--- src/rtl/uerr_pkg.sv ---
package uerr_pkg;
  typedef enum logic [1:0] {
    REG_STATUS = 2'd0,
    REG_CTRL   = 2'd1,
    REG_PTR    = 2'd2,
    REG_RSVD   = 2'd3
  } reg_addr_e;

  localparam int CTRL_EN_BIT  = 0;
  localparam int CTRL_OVF_BIT = 1;
  localparam int CTRL_CNT_LSB = 8;
endpackage

--- src/rtl/uerr_hdr_log.sv ---
module uerr_hdr_log #(
  parameter int DEPTH    = 4,
  parameter int NUM_BITS = 32,
  parameter int HDR_W    = 128,
  localparam int IDX_W   = $clog2(NUM_BITS),
  localparam int PTR_W   = (DEPTH > 1) ? $clog2(DEPTH) : 1,
  localparam int CNT_W   = $clog2(DEPTH + 1)
) (
  input  logic                clk,
  input  logic                rst,
  input  logic                flush,
  input  logic                push,
  input  logic [IDX_W-1:0]    push_idx,
  input  logic [HDR_W-1:0]    push_hdr,
  input  logic                pop,
  output logic [CNT_W-1:0]    count,
  output logic [IDX_W-1:0]    head_idx,
  output logic [HDR_W-1:0]    head_hdr,
  output logic [NUM_BITS-1:0] tail_ref
);
  // storage has no reset so it can map onto RAM
  logic [IDX_W-1:0] idx_mem [DEPTH];
  logic [HDR_W-1:0] hdr_mem [DEPTH];
  logic [PTR_W-1:0] rd_ptr, wr_ptr;

  function automatic logic [PTR_W-1:0] step_ptr(input logic [PTR_W-1:0] p);
    return (p == PTR_W'(DEPTH - 1)) ? '0 : p + PTR_W'(1);
  endfunction

  always_ff @(posedge clk) begin
    if (push) begin
      idx_mem[wr_ptr] <= push_idx;
      hdr_mem[wr_ptr] <= push_hdr;
    end
  end

  always_ff @(posedge clk) begin
    if (rst || flush) begin
      rd_ptr <= '0;
      wr_ptr <= '0;
      count  <= '0;
    end else begin
      if (push) wr_ptr <= step_ptr(wr_ptr);
      if (pop)  rd_ptr <= step_ptr(rd_ptr);
      count <= count + CNT_W'(push) - CNT_W'(pop);
    end
  end

  assign head_idx = (count != '0) ? idx_mem[rd_ptr] : '0;
  assign head_hdr = (count != '0) ? hdr_mem[rd_ptr] : '0;

  // indices still referenced by entries behind the head
  always_comb begin
    tail_ref = '0;
    for (int k = 1; k < DEPTH; k++) begin
      int pos;
      pos = int'(rd_ptr) + k;
      if (pos >= DEPTH) pos = pos - DEPTH;
      if (CNT_W'(k) < count) tail_ref[idx_mem[PTR_W'(pos)]] = 1'b1;
    end
  end

  a_r7_no_overrun: assert property (@(posedge clk) disable iff (rst || flush)
    push |-> ((count != CNT_W'(DEPTH)) || pop));

  a_r6_pop_nonempty: assert property (@(posedge clk) disable iff (rst || flush)
    pop |-> (count != '0));
endmodule

--- src/rtl/uerr_status_bits.sv ---
module uerr_status_bits #(
  parameter int NUM_BITS = 32,
  localparam int IDX_W   = $clog2(NUM_BITS)
) (
  input  logic                clk,
  input  logic                rst,
  input  logic                wr_stat,
  input  logic [NUM_BITS-1:0] wr_data,
  input  logic                mhr_en,
  input  logic                log_busy,
  input  logic [IDX_W-1:0]    ptr,
  input  logic [NUM_BITS-1:0] tail_ref,
  input  logic                err_valid,
  input  logic [IDX_W-1:0]    err_idx,
  output logic [NUM_BITS-1:0] status,
  output logic                pop
);
  logic [NUM_BITS-1:0] status_nxt;

  always_comb begin
    status_nxt = status;
    pop        = 1'b0;
    if (wr_stat) begin
      if (mhr_en && log_busy) begin
        if (wr_data[ptr]) begin
          pop             = 1'b1;
          status_nxt[ptr] = tail_ref[ptr];
        end
      end else begin
        status_nxt = status & ~wr_data;
        pop        = log_busy && wr_data[ptr];
      end
    end
    if (err_valid) status_nxt[err_idx] = 1'b1;
  end

  always_ff @(posedge clk) begin
    if (rst) status <= '0;
    else     status <= status_nxt;
  end

  a_r3_event_sets: assert property (@(posedge clk) disable iff (rst)
    err_valid |=> status[$past(err_idx)]);

  a_r5_others_kept: assert property (@(posedge clk) disable iff (rst)
    (wr_stat && mhr_en && log_busy && !err_valid) |=>
      (((status ^ $past(status)) & ~(NUM_BITS'(1) << $past(ptr))) == '0));

  a_r4_plain_clear: assert property (@(posedge clk) disable iff (rst)
    (wr_stat && !(mhr_en && log_busy) && !err_valid) |=>
      ((status & $past(wr_data)) == '0));
endmodule

--- src/rtl/uerr_status_log.sv ---
module uerr_status_log
  import uerr_pkg::*;
#(
  parameter int DEPTH    = 4,
  parameter int NUM_BITS = 32,
  parameter int HDR_W    = 128,
  localparam int IDX_W   = $clog2(NUM_BITS),
  localparam int CNT_W   = $clog2(DEPTH + 1)
) (
  input  logic                clk,
  input  logic                rst,
  input  logic                warm_rst,
  input  logic                err_valid,
  input  logic [IDX_W-1:0]    err_idx,
  input  logic [HDR_W-1:0]    err_hdr,
  input  logic                wr_en,
  input  logic [1:0]          wr_addr,
  input  logic [NUM_BITS-1:0] wr_data,
  input  logic [1:0]          rd_addr,
  output logic [NUM_BITS-1:0] rd_data,
  output logic [NUM_BITS-1:0] err_status,
  output logic [IDX_W-1:0]    first_ptr,
  output logic [HDR_W-1:0]    head_hdr
);
  logic                mhr_en, ovf;
  logic [CNT_W-1:0]    count, cnt_after;
  logic [NUM_BITS-1:0] tail_ref;
  logic                pop, push, cap_hit;
  logic                wr_stat, wr_ctrl;

  assign wr_stat = wr_en && (wr_addr == REG_STATUS);
  assign wr_ctrl = wr_en && (wr_addr == REG_CTRL);

  uerr_status_bits #(.NUM_BITS(NUM_BITS)) u_bits (
    .clk       (clk),
    .rst       (rst),
    .wr_stat   (wr_stat),
    .wr_data   (wr_data),
    .mhr_en    (mhr_en),
    .log_busy  (count != '0),
    .ptr       (first_ptr),
    .tail_ref  (tail_ref),
    .err_valid (err_valid),
    .err_idx   (err_idx),
    .status    (err_status),
    .pop       (pop)
  );

  // capacity is checked against the count left after this cycle's pop
  assign cnt_after = count - CNT_W'(pop);
  assign cap_hit   = cnt_after >= (mhr_en ? CNT_W'(DEPTH) : CNT_W'(1));
  assign push      = err_valid && !cap_hit && !warm_rst;

  uerr_hdr_log #(.DEPTH(DEPTH), .NUM_BITS(NUM_BITS), .HDR_W(HDR_W)) u_log (
    .clk      (clk),
    .rst      (rst),
    .flush    (warm_rst),
    .push     (push),
    .push_idx (err_idx),
    .push_hdr (err_hdr),
    .pop      (pop && !warm_rst),
    .count    (count),
    .head_idx (first_ptr),
    .head_hdr (head_hdr),
    .tail_ref (tail_ref)
  );

  always_ff @(posedge clk) begin
    if (rst || warm_rst)  mhr_en <= 1'b0;
    else if (wr_ctrl)     mhr_en <= wr_data[CTRL_EN_BIT];
  end

  always_ff @(posedge clk) begin
    if (rst) ovf <= 1'b0;
    else     ovf <= (ovf && !(wr_ctrl && wr_data[CTRL_OVF_BIT])) || (err_valid && cap_hit);
  end

  always_ff @(posedge clk) begin
    if (rst) begin
      rd_data <= '0;
    end else begin
      rd_data <= '0;
      unique case (reg_addr_e'(rd_addr))
        REG_STATUS: rd_data <= err_status;
        REG_CTRL: begin
          rd_data[CTRL_EN_BIT]              <= mhr_en;
          rd_data[CTRL_OVF_BIT]             <= ovf;
          rd_data[CTRL_CNT_LSB +: CNT_W]    <= count;
        end
        REG_PTR:  rd_data[IDX_W-1:0] <= first_ptr;
        REG_RSVD: rd_data <= '0;
      endcase
    end
  end

  a_r2_warm_sticky: assert property (@(posedge clk) disable iff (rst)
    (warm_rst && !err_valid && !wr_en) |=> ($stable(err_status) && $stable(ovf) && count == '0));

  a_r7_overflow_flag: assert property (@(posedge clk) disable iff (rst)
    (err_valid && cap_hit) |=> (ovf && count == $past(cnt_after)));

  a_r4_single_entry: assert property (@(posedge clk) disable iff (rst)
    (!mhr_en && count <= CNT_W'(1)) |=> (count <= CNT_W'(1)));
endmodule

--- config.mk ---
export PLATFORM = sky130hd
export DESIGN_NAME = uerr_status_log
export DESIGN_NICKNAME = d
export VERILOG_FILES = /design/src/rtl/uerr_pkg.sv /design/src/rtl/uerr_hdr_log.sv /design/src/rtl/uerr_status_bits.sv /design/src/rtl/uerr_status_log.sv
export SDC_FILE = /design/constraint.sdc
export NUM_CORES = 1
export LEC_CHECK = 0
export BUFFER_PORTS_ARGS = -buffer_cell sky130_fd_sc_hd__buf_2
export CAP_MARGIN = 15
export CELL_PAD_IN_SITES_DETAIL_PLACEMENT = 0
export CELL_PAD_IN_SITES_GLOBAL_PLACEMENT = 1
export CORE_ASPECT_RATIO = 0.75
export CORE_UTILIZATION = 30
export CTS_CLUSTER_DIAMETER = 40
export DETAILED_ROUTE_END_ITERATION = 10
export GPL_TIMING_DRIVEN = 0
export PLACE_DENSITY_LB_ADDON = 0.05
export REMOVE_ABC_BUFFERS = 1
export SETUP_SLACK_MARGIN = 0.1
export SLEW_MARGIN = 5
export SYNTH_ARGS = -nofsm -noshare
export SYNTH_HDL_FRONTEND = slang
export SYNTH_SLANG_ARGS = --single-unit
--- constraint.sdc ---
create_clock -name clk -period 10.5 [get_ports clk]
set_input_delay 1.575 -clock clk [delete_from_list [all_inputs] [get_ports clk]]
set_output_delay 1.575 -clock clk [all_outputs]
set_load 0.03 [all_outputs]
==> metrics.md, run 1 <==
| Metric | Value |
|---|---|
| Outcome | completed |
| CTS Root Cell | clkbuf_16 |
| Hpwl dp | 51300 um |
| WL met2 | 36700 um |
| Crit Path Class | flip-flop to flip-flop |
| Vias per Instance | around 5 |
| Final setup vio count | 0 |
| Core Area | roughly 86000 um^2 |
| Synth Instances | 1600 |
| PwrDens | 189 nW/um^2 |
| Die height | 258 um |
| Post-synthesis register bit count | 607 |
| GPL Wtd Cong | 0.847 |
| Initial antenna violation count | 14 |
| Layout cells sized above 1 | 37.4% |
| Number of flops mapped to enable cells by yosys | 532 |
| Worst hold margin | 0.487 ns |
| Via Count | 16052 |
| Post-CTS Setup Bufs | 0 |
| Final Util | 38.5% |
| Met3 WL post-DR | 5430 um |
| Unique masters post-synth | 73 |
| DRT iter0 DRCs | 922 |
| Placed insts | 3050 |
| Crit-path cells | buf_16, buf_16, mux4_2, nand2_4, clkinv_1, nand2_1, o2bb2ai_1, a211oi_2, nand4_1, inv_1, ha_1, ha_1, nand3b_1, a21oi_1, nand2_1, nor2_1, and2_4, buf_16, buf_16, buf_16 |
| Crit path to | u_log.hdr_mem[1][16]$_DFFE_PP_ |
| CP Data Arrival Time | 7.32 ns |
| Routed wire per std cell | around 24 um |
| I/O Pins | 371 |
| Max-slew violation count | 0 |
| Worst flop-to-flop path endpoint | u_log.hdr_mem[1][16]$_DFFE_PP_ |
| Pre-antenna DRT Iters | 5 |
| Post-cts sizing count | 0 |
| Post-Syn Area | 26200 um^2 |
| Remaining antenna violation count | 0 |
| # fillers | just over 8000 |
| Max VDD drop | 124 uV |
| Worst path required time | 10.82 ns |
| Fin. Hold Viols | 0 |
| Initial Utilization | 30.4% |
| Worst Max-Slew Pin Slew | 1.16 ns |
| CP most frequent cell | buf_16 |
| R2R Setup Slk | about 3.5 ns |
| DR top layer | met5 |
| Slowest Stage Delay on Critical Path | 0.81 ns |
| Critical path depth in cells | 20 |
| Part of the Yosys area used for sequential elements | 66.8% |
| Largest net degree at the start of global routing | 66 |
| Synth async-reset ratio | 0% |
| H-tree depth | 3 |
| Fin cells | 3232 |
| RSZ-0062 raised after global routing | false |
| CTS tree | built |
| Wl on met1 | roughly 34000 um |
| Total of max-cap violations | 0 |
| Final worst slack | 3.50 ns |
| Num Clock Sinks | ~610 |
| Crit path capture type | flip-flop |
| Dpl ws | 3.20 ns |
| Slew HR | 22.5% |
| Max Freq | 143 MHz |
| Total Nets Final | ~2200 |
| First-pass GRT wire length | 114000 um |
| Die X | 343 um |
| Delay-heaviest family, CP | buffers and inverters |
| CP Buf/Inv Count | 7 |
| Standard-cell rows | 93 |
| Die ar. | 88400 um^2 |
| Clock Latency Late Sink | 0.65 ns |
| Synth warnings | 0 |
| Num CTS Buffers | 95 |
| Total track usage | around 17% |
| Grt total ovfl | 0 |
| Maximum fanout along the worst path | 46 |
| Drc violations | 0 |
| Final Cell Area | 33200 um^2 |
| Number of global-route vias before repair | 16965 |
| CTS max path bufs | 3 |
| Classification of the worst-slack hold path | flip-flop to flip-flop |
| Hold Buf Count CTS | 0 |
| Slowest library cell on the worst path | dfxtp_4 |
| Syn_area_per_cell | 16.3 um^2 |
| Part of the cycle the worst path needs | 66.6% |
| Top FF cell, synth | edfxtp_1 |
| Port bufs | 370 |
| Final Skew | approximately 0.040 ns |
| Static leakage | roughly 11 nW |
| Worst-path clk slew | 0.05 ns |
| Post-DP Area | 29800 um^2 |
| Worst Setup Start Kind | flip-flop |
| R2R cell count | 20 |
| Layout area overhead | 26.9% |
| Final min period | 7.00 ns |
| Final wirelength | 77400 um |
## cell families after synthesis
| kind of cell | synth area share, % |
|---|---|
| AOI/OAI and AO/OA | 7.19 |
| xor gates and xnor gates | 0.100 |
| adders and majority gates | 0.699 |
| buffers and inverters | 2.17 |
| DFF | 66.8 |
| muxes | 13.8 |
| and+or+nand+nor | 9.18 |
## power breakdown
part           total [mW]  switching, mW  internal (mW)
Clock                3.26           1.20           2.07
Combinational       0.303          0.196          0.107
Sequential           2.69         0.0136           2.68
## per-stage QoR
step	TNS (ns)	power, mW
finish	0	6.26
global route	0	6.48
CTS	0	6.37
detailed placement	0	3.05
global placement	-6455.28	3.05
floorplan	-1215.82	2.89
## per-layer routing
metal | global-route usage [%] | vias up
met5 | 0 | -
met4 | 4.96 | 16
met3 | 4.76 | 144
met2 | 28.0 | 457
met1 | 23.2 | 8180
li1 | - | 7255
## cells in the mapped netlist, types with 21 or more instances
| cell type | number | area [um^2] |
|---|---|---|
| nor3_1 | 21 | 105 |
| nor2_1 | 66 | 248 |
| clkbuf_1 | 50 | 188 |
| a21oi_1 | 45 | 225 |
| nand2_1 | 78 | 293 |
| dfxtp_1 | 75 | 1500 |
| edfxtp_1 | 532 | 16000 |
| buf_1 | 23 | 86.3 |
| mux4_2 | 147 | 3310 |
| mux2i_1 | 26 | 260 |
| and2_1 | 164 | 1030 |
| a311o_1 | 27 | 270 |
| inv_1 | 41 | 154 |
## layout by cell type (no fill, tap or decap), drive strengths merged, types with 15 or more instances in the layout
master and count:
a21oi 45, mux2i 26, inv 57, and2 164, o311ai 20, mux4 147, a311o 27, nand2 80
edfxtp 532, clkinv 31, dfxtp 75, o31ai 32, nand3 17, clkbuf 105, nor2 67, buf 403
bufinv 15, o21ai 16, nor3 22
## final cells by class
type	instances	area (um^2)	share of cell area, %
multi-input combinational	859	8170	24.6
antenna	2	5.00	0.0151
tap	1140	1430	4.30
sequential	607	17500	52.7
clock buffer	105	2420	7.31
clock inverter	74	930	2.80
inverter	42	158	0.475
timing repair buffer	403	2580	7.78
## registers in the layout, indices dropped and copies added (netlist names), named ones only
name	cells
rd_data	32
u_log.wr_ptr	2
u_log.idx_mem	20
u_log.rd_ptr	2
u_log.hdr_mem	512
ovf	1
mhr_en	1
u_log.count	3
u_bits.status	32
## worst min-delay path by stage
stage / from / to / slack, ns / depth (start not counted)
2_1_floorplan: ovf$_SDFF_PP0_ / rd_data[1]$_SDFF_PP0_ / 0.45 / 2
3_3_place_gp: ovf$_SDFF_PP0_ / ovf$_SDFF_PP0_ / 0.48 / 2
3_5_place_dp: ovf$_SDFF_PP0_ / ovf$_SDFF_PP0_ / 0.48 / 2
4_1_cts: ovf$_SDFF_PP0_ / ovf$_SDFF_PP0_ / 0.49 / 2
5_1_grt: u_bits.status[17]$_SDFF_PP0_ / rd_data[17]$_SDFF_PP0_ / 0.52 / 1
6_report: ovf$_SDFF_PP0_ / ovf$_SDFF_PP0_ / 0.49 / 2
## worst min-delay path, cell delays in order (launching register included)
cell and delay [ns]:
dfxtp_1 0.31, o21ai_0 0.07, a21oi_1 0.06
(Power assumes the default switching activity.)
==> run 2, diff against run 1 <==
- clock period: 10.5 -> 6.7 ns (I/O delays scaled with it)
==> metrics.md, run 2 (synthesis gave the netlist of run 1 again) <==
| Metric | Value |
|---|---|
| Outcome | completed (unchanged) |
| Classification of the worst-slack hold path | flip-flop to flip-flop (unchanged) |
| Max FFs per register | 512 (unchanged) |
| Routed wire per std cell | 24.2 um (was 24.0 um) |
| Largest net degree at the start of global routing | 66 (unchanged) |
| Final min period | 6.21 ns (was 7.00 ns) |
| Power Total | 9.82 mW (was 6.26 mW) |
| Crit Path Class | flip-flop to flip-flop (unchanged) |
| Part of the cycle the worst path needs | 92.7% (was 66.6%) |
| RSZ-0062 raised after global routing | false (unchanged) |
| Initial Utilization | 30.4% (unchanged) |
| CP Data Arrival Time | 6.53 ns (was 7.32 ns) |
| Number of global-route vias before repair | 16976 (was 16965) |
| Max Freq | 161 MHz (was 143 MHz) |
| Grt total ovfl | 0 (unchanged) |
| Total track usage | 17.5% (about the same) |
| Slew HR | 17.7% (was 22.5%) |
| H-tree depth | 3 (unchanged) |
| Final worst slack | 0.492 ns (was 3.50 ns) |
| Total of max-cap violations | 0 (unchanged) |
| Core Area | 86100 um^2 (unchanged) |
| Final Skew | 0.0395 ns (was 0.0400 ns) |
| Via Count | 16070 (was 16052) |
| Port bufs | 370 (unchanged) |
| Remaining antenna violation count | 0 (unchanged) |
| Num Clock Sinks | 607 (unchanged) |
| Slowest Stage Delay on Critical Path | 0.65 ns (was 0.81 ns) |
| CTS Root Cell | clkbuf_16 (unchanged) |
| Layout area overhead | 27.2% (was 26.9%) |
| Die height | 258 um (unchanged) |
| First-pass GRT wire length | 114000 um (about the same) |
| Register area | 17500 um^2 (about the same) |
| Largest registers in the final layout | u_log.hdr_mem: 512 flops, rd_data: 32 flops, u_bits.status: 32 flops (unchanged) |
| Initial antenna violation count | 14 (unchanged) |
| Final setup vio count | 0 (unchanged) |
| Worst-path clk slew | 0.05 ns (about the same) |
| Clock Latency Late Sink | 0.65 ns (about the same) |
| Vias per Instance | 4.97 (about the same) |
| Die ar. | 88400 um^2 (unchanged) |
| Fin. Hold Viols | 0 (unchanged) |
| Hpwl dp | 51300 um (unchanged) |
| Num CTS Buffers | 95 (unchanged) |
| PwrDens | 295 nW/um^2 (was 189 nW/um^2) |
| Hold Buf Count CTS | 0 (unchanged) |
| Worst Setup Start Kind | flip-flop (unchanged) |
| Layout cells sized above 1 | 37.7% (was 37.4%) |
| Dpl ws | -0.596 ns (was 3.20 ns) |
| GPL Wtd Cong | 0.847 (unchanged) |
| Worst Max-Slew Pin Slew | 1.23 ns (was 1.16 ns) |
| CTS max path bufs | 3 (unchanged) |
| Most common cell after layout, fill and taps aside | edfxtp_1 (unchanged) |
| CP Buf/Inv Count | 6 (was 7) |
| Pre-antenna DRT Iters | 5 (unchanged) |
| Crit-path cells | buf_16, buf_16, mux4_2, nand3b_1, nor2_1, o2bb2ai_1, a211oi_2, nand4_1, inv_1, ha_1, ha_1, xor2_1, ha_1, a21oi_1, nand2_1, nor2_2, and2_4, buf_16, buf_16, buf_16 (was buf_16, buf_16, mux4_2, nand2_4, clkinv_1, nand2_1, o2bb2ai_1, a211oi_2, nand4_1, inv_1, ha_1, ha_1, nand3b_1, a21oi_1, nand2_1, nor2_1, and2_4, buf_16, buf_16, buf_16) |
| I/O Pins | 371 (unchanged) |
| # fillers | 8157 (was 8169) |
| Die X | 343 um (unchanged) |
| CTS tree | built (unchanged) |
| Total Nets Final | 2199 (was 2196) |
| CP most frequent cell | buf_16 (unchanged) |
| Drc violations | 0 (unchanged) |
| Crit path capture type | flip-flop (unchanged) |
| Worst path required time | 7.02 ns (was 10.82 ns) |
| Static leakage | 11.5 nW (was 11.4 nW) |
| Max VDD drop | 196 uV (was 124 uV) |
| Slowest library cell on the worst path | nor2_1 (was dfxtp_4) |
| Delay-heaviest family, CP | simple AND/OR/NAND/NOR gates (was buffers and inverters) |
| Maximum fanout along the worst path | 46 (unchanged) |
| Area occupied by multi-input gates | 8220 um^2 (was 8170 um^2) |
| Standard-cell rows | 93 (unchanged) |
| Most frequent cells in the layout | 532 x edfxtp_1, 370 x buf_2, 160 x and2_1 (was 532 x edfxtp_1, 371 x buf_2, 160 x and2_1) |
| DRT iter0 DRCs | 945 (was 922) |
| Biggest register | u_log.hdr_mem (unchanged) |
| Max-slew violation count | 0 (unchanged) |
| Final wirelength | 78200 um (was 77400 um) |
==> run 2: changes by cell type in the layout (fill, tap and decap cells not counted), sizes merged <==
cell      before  now
clkinv        31   30
buf          403  405
mux4         147  148
clkinvlp      13   14
==> run 2: metal layers <==
metal	vias to the layer above	part of all wire (%)	track usage, %	wire length (um)
li1	7258	-	-	-
met1	8218	44	23.3	34500
met2	426	47	28.0	37000
met3	152	6.1	4.73	4780
met4	16	2.2	4.95	1740
met5	-	0.13	0	101
==> run 2: timing repair <==
action                                  in CTS  in global routing
gates cloned                                 0                  1
gates resized for setup                      2                  5
hold endpoints to repair                     0                  0
endpoints found under the setup margin     376                211
setup buffers                                3                  0
==> run 2: final timing paths <==
check | from | to | slack, ns | cells after the start
setup / recovery | flip-flop | u_log.hdr_mem[1][16]$_DFFE_PP_ | 0.49 | 20
hold / removal | ovf$_SDFF_PP0_ | ovf$_SDFF_PP0_ | 0.49 | 2
setup reg to reg | flip-flop | u_log.hdr_mem[1][16]$_DFFE_PP_ | 0.49 | 20
hold reg to reg | ovf$_SDFF_PP0_ | ovf$_SDFF_PP0_ | 0.49 | 2
==> run 2: area by class of cell <==
cell class | count | area share [%]
Sequential cell | 607 | 52.6
Multi-Input combinational cell | 860 | 24.7
Timing Repair Buffer | 405 | 7.85
Clock buffer | 105 | 7.29
Tap cell | 1140 | 4.29
Clock inverter | 74 | 2.79
Inverter | 42 | 0.485
Antenna cell | 2 | 0.0150
==> run 2: stage by stage <==
stage          hold WS, ns  instances  TNS (ns)  instance area, um^2  utilization [%]
2_1_floorplan        0.448       1508  -3447.24                25700                -
3_3_place_gp         0.481       3018  -9085.07                29000             33.7
3_5_place_dp         0.478       3050   -139.87                29800             34.6
4_1_cts              0.491       3232         0                33200             38.6
5_1_grt              0.523       3234         0                33300             38.6
6_report             0.487       3235         0                33300             38.6
==> run 2: report_power, final <==
part | switching, mW | internal, mW | total (mW)
clock | 1.88 | 3.24 | 5.12
combinational | 0.310 | 0.168 | 0.479
sequential | 0.0214 | 4.20 | 4.22
==> run 2: worst reg2reg max path, delay by kind of cell (launching register included) <==
family | cells | cell delay (ns)
and+or+nand+nor | 6 | 1.89
muxes | 1 | 0.50
buffers and inverters | 6 | 1.64
xor gates and xnor gates | 1 | 0.16
DFF | 1 | 0.54
adders and majority gates | 3 | 0.66
AOI/OAI and AO/OA | 3 | 0.44
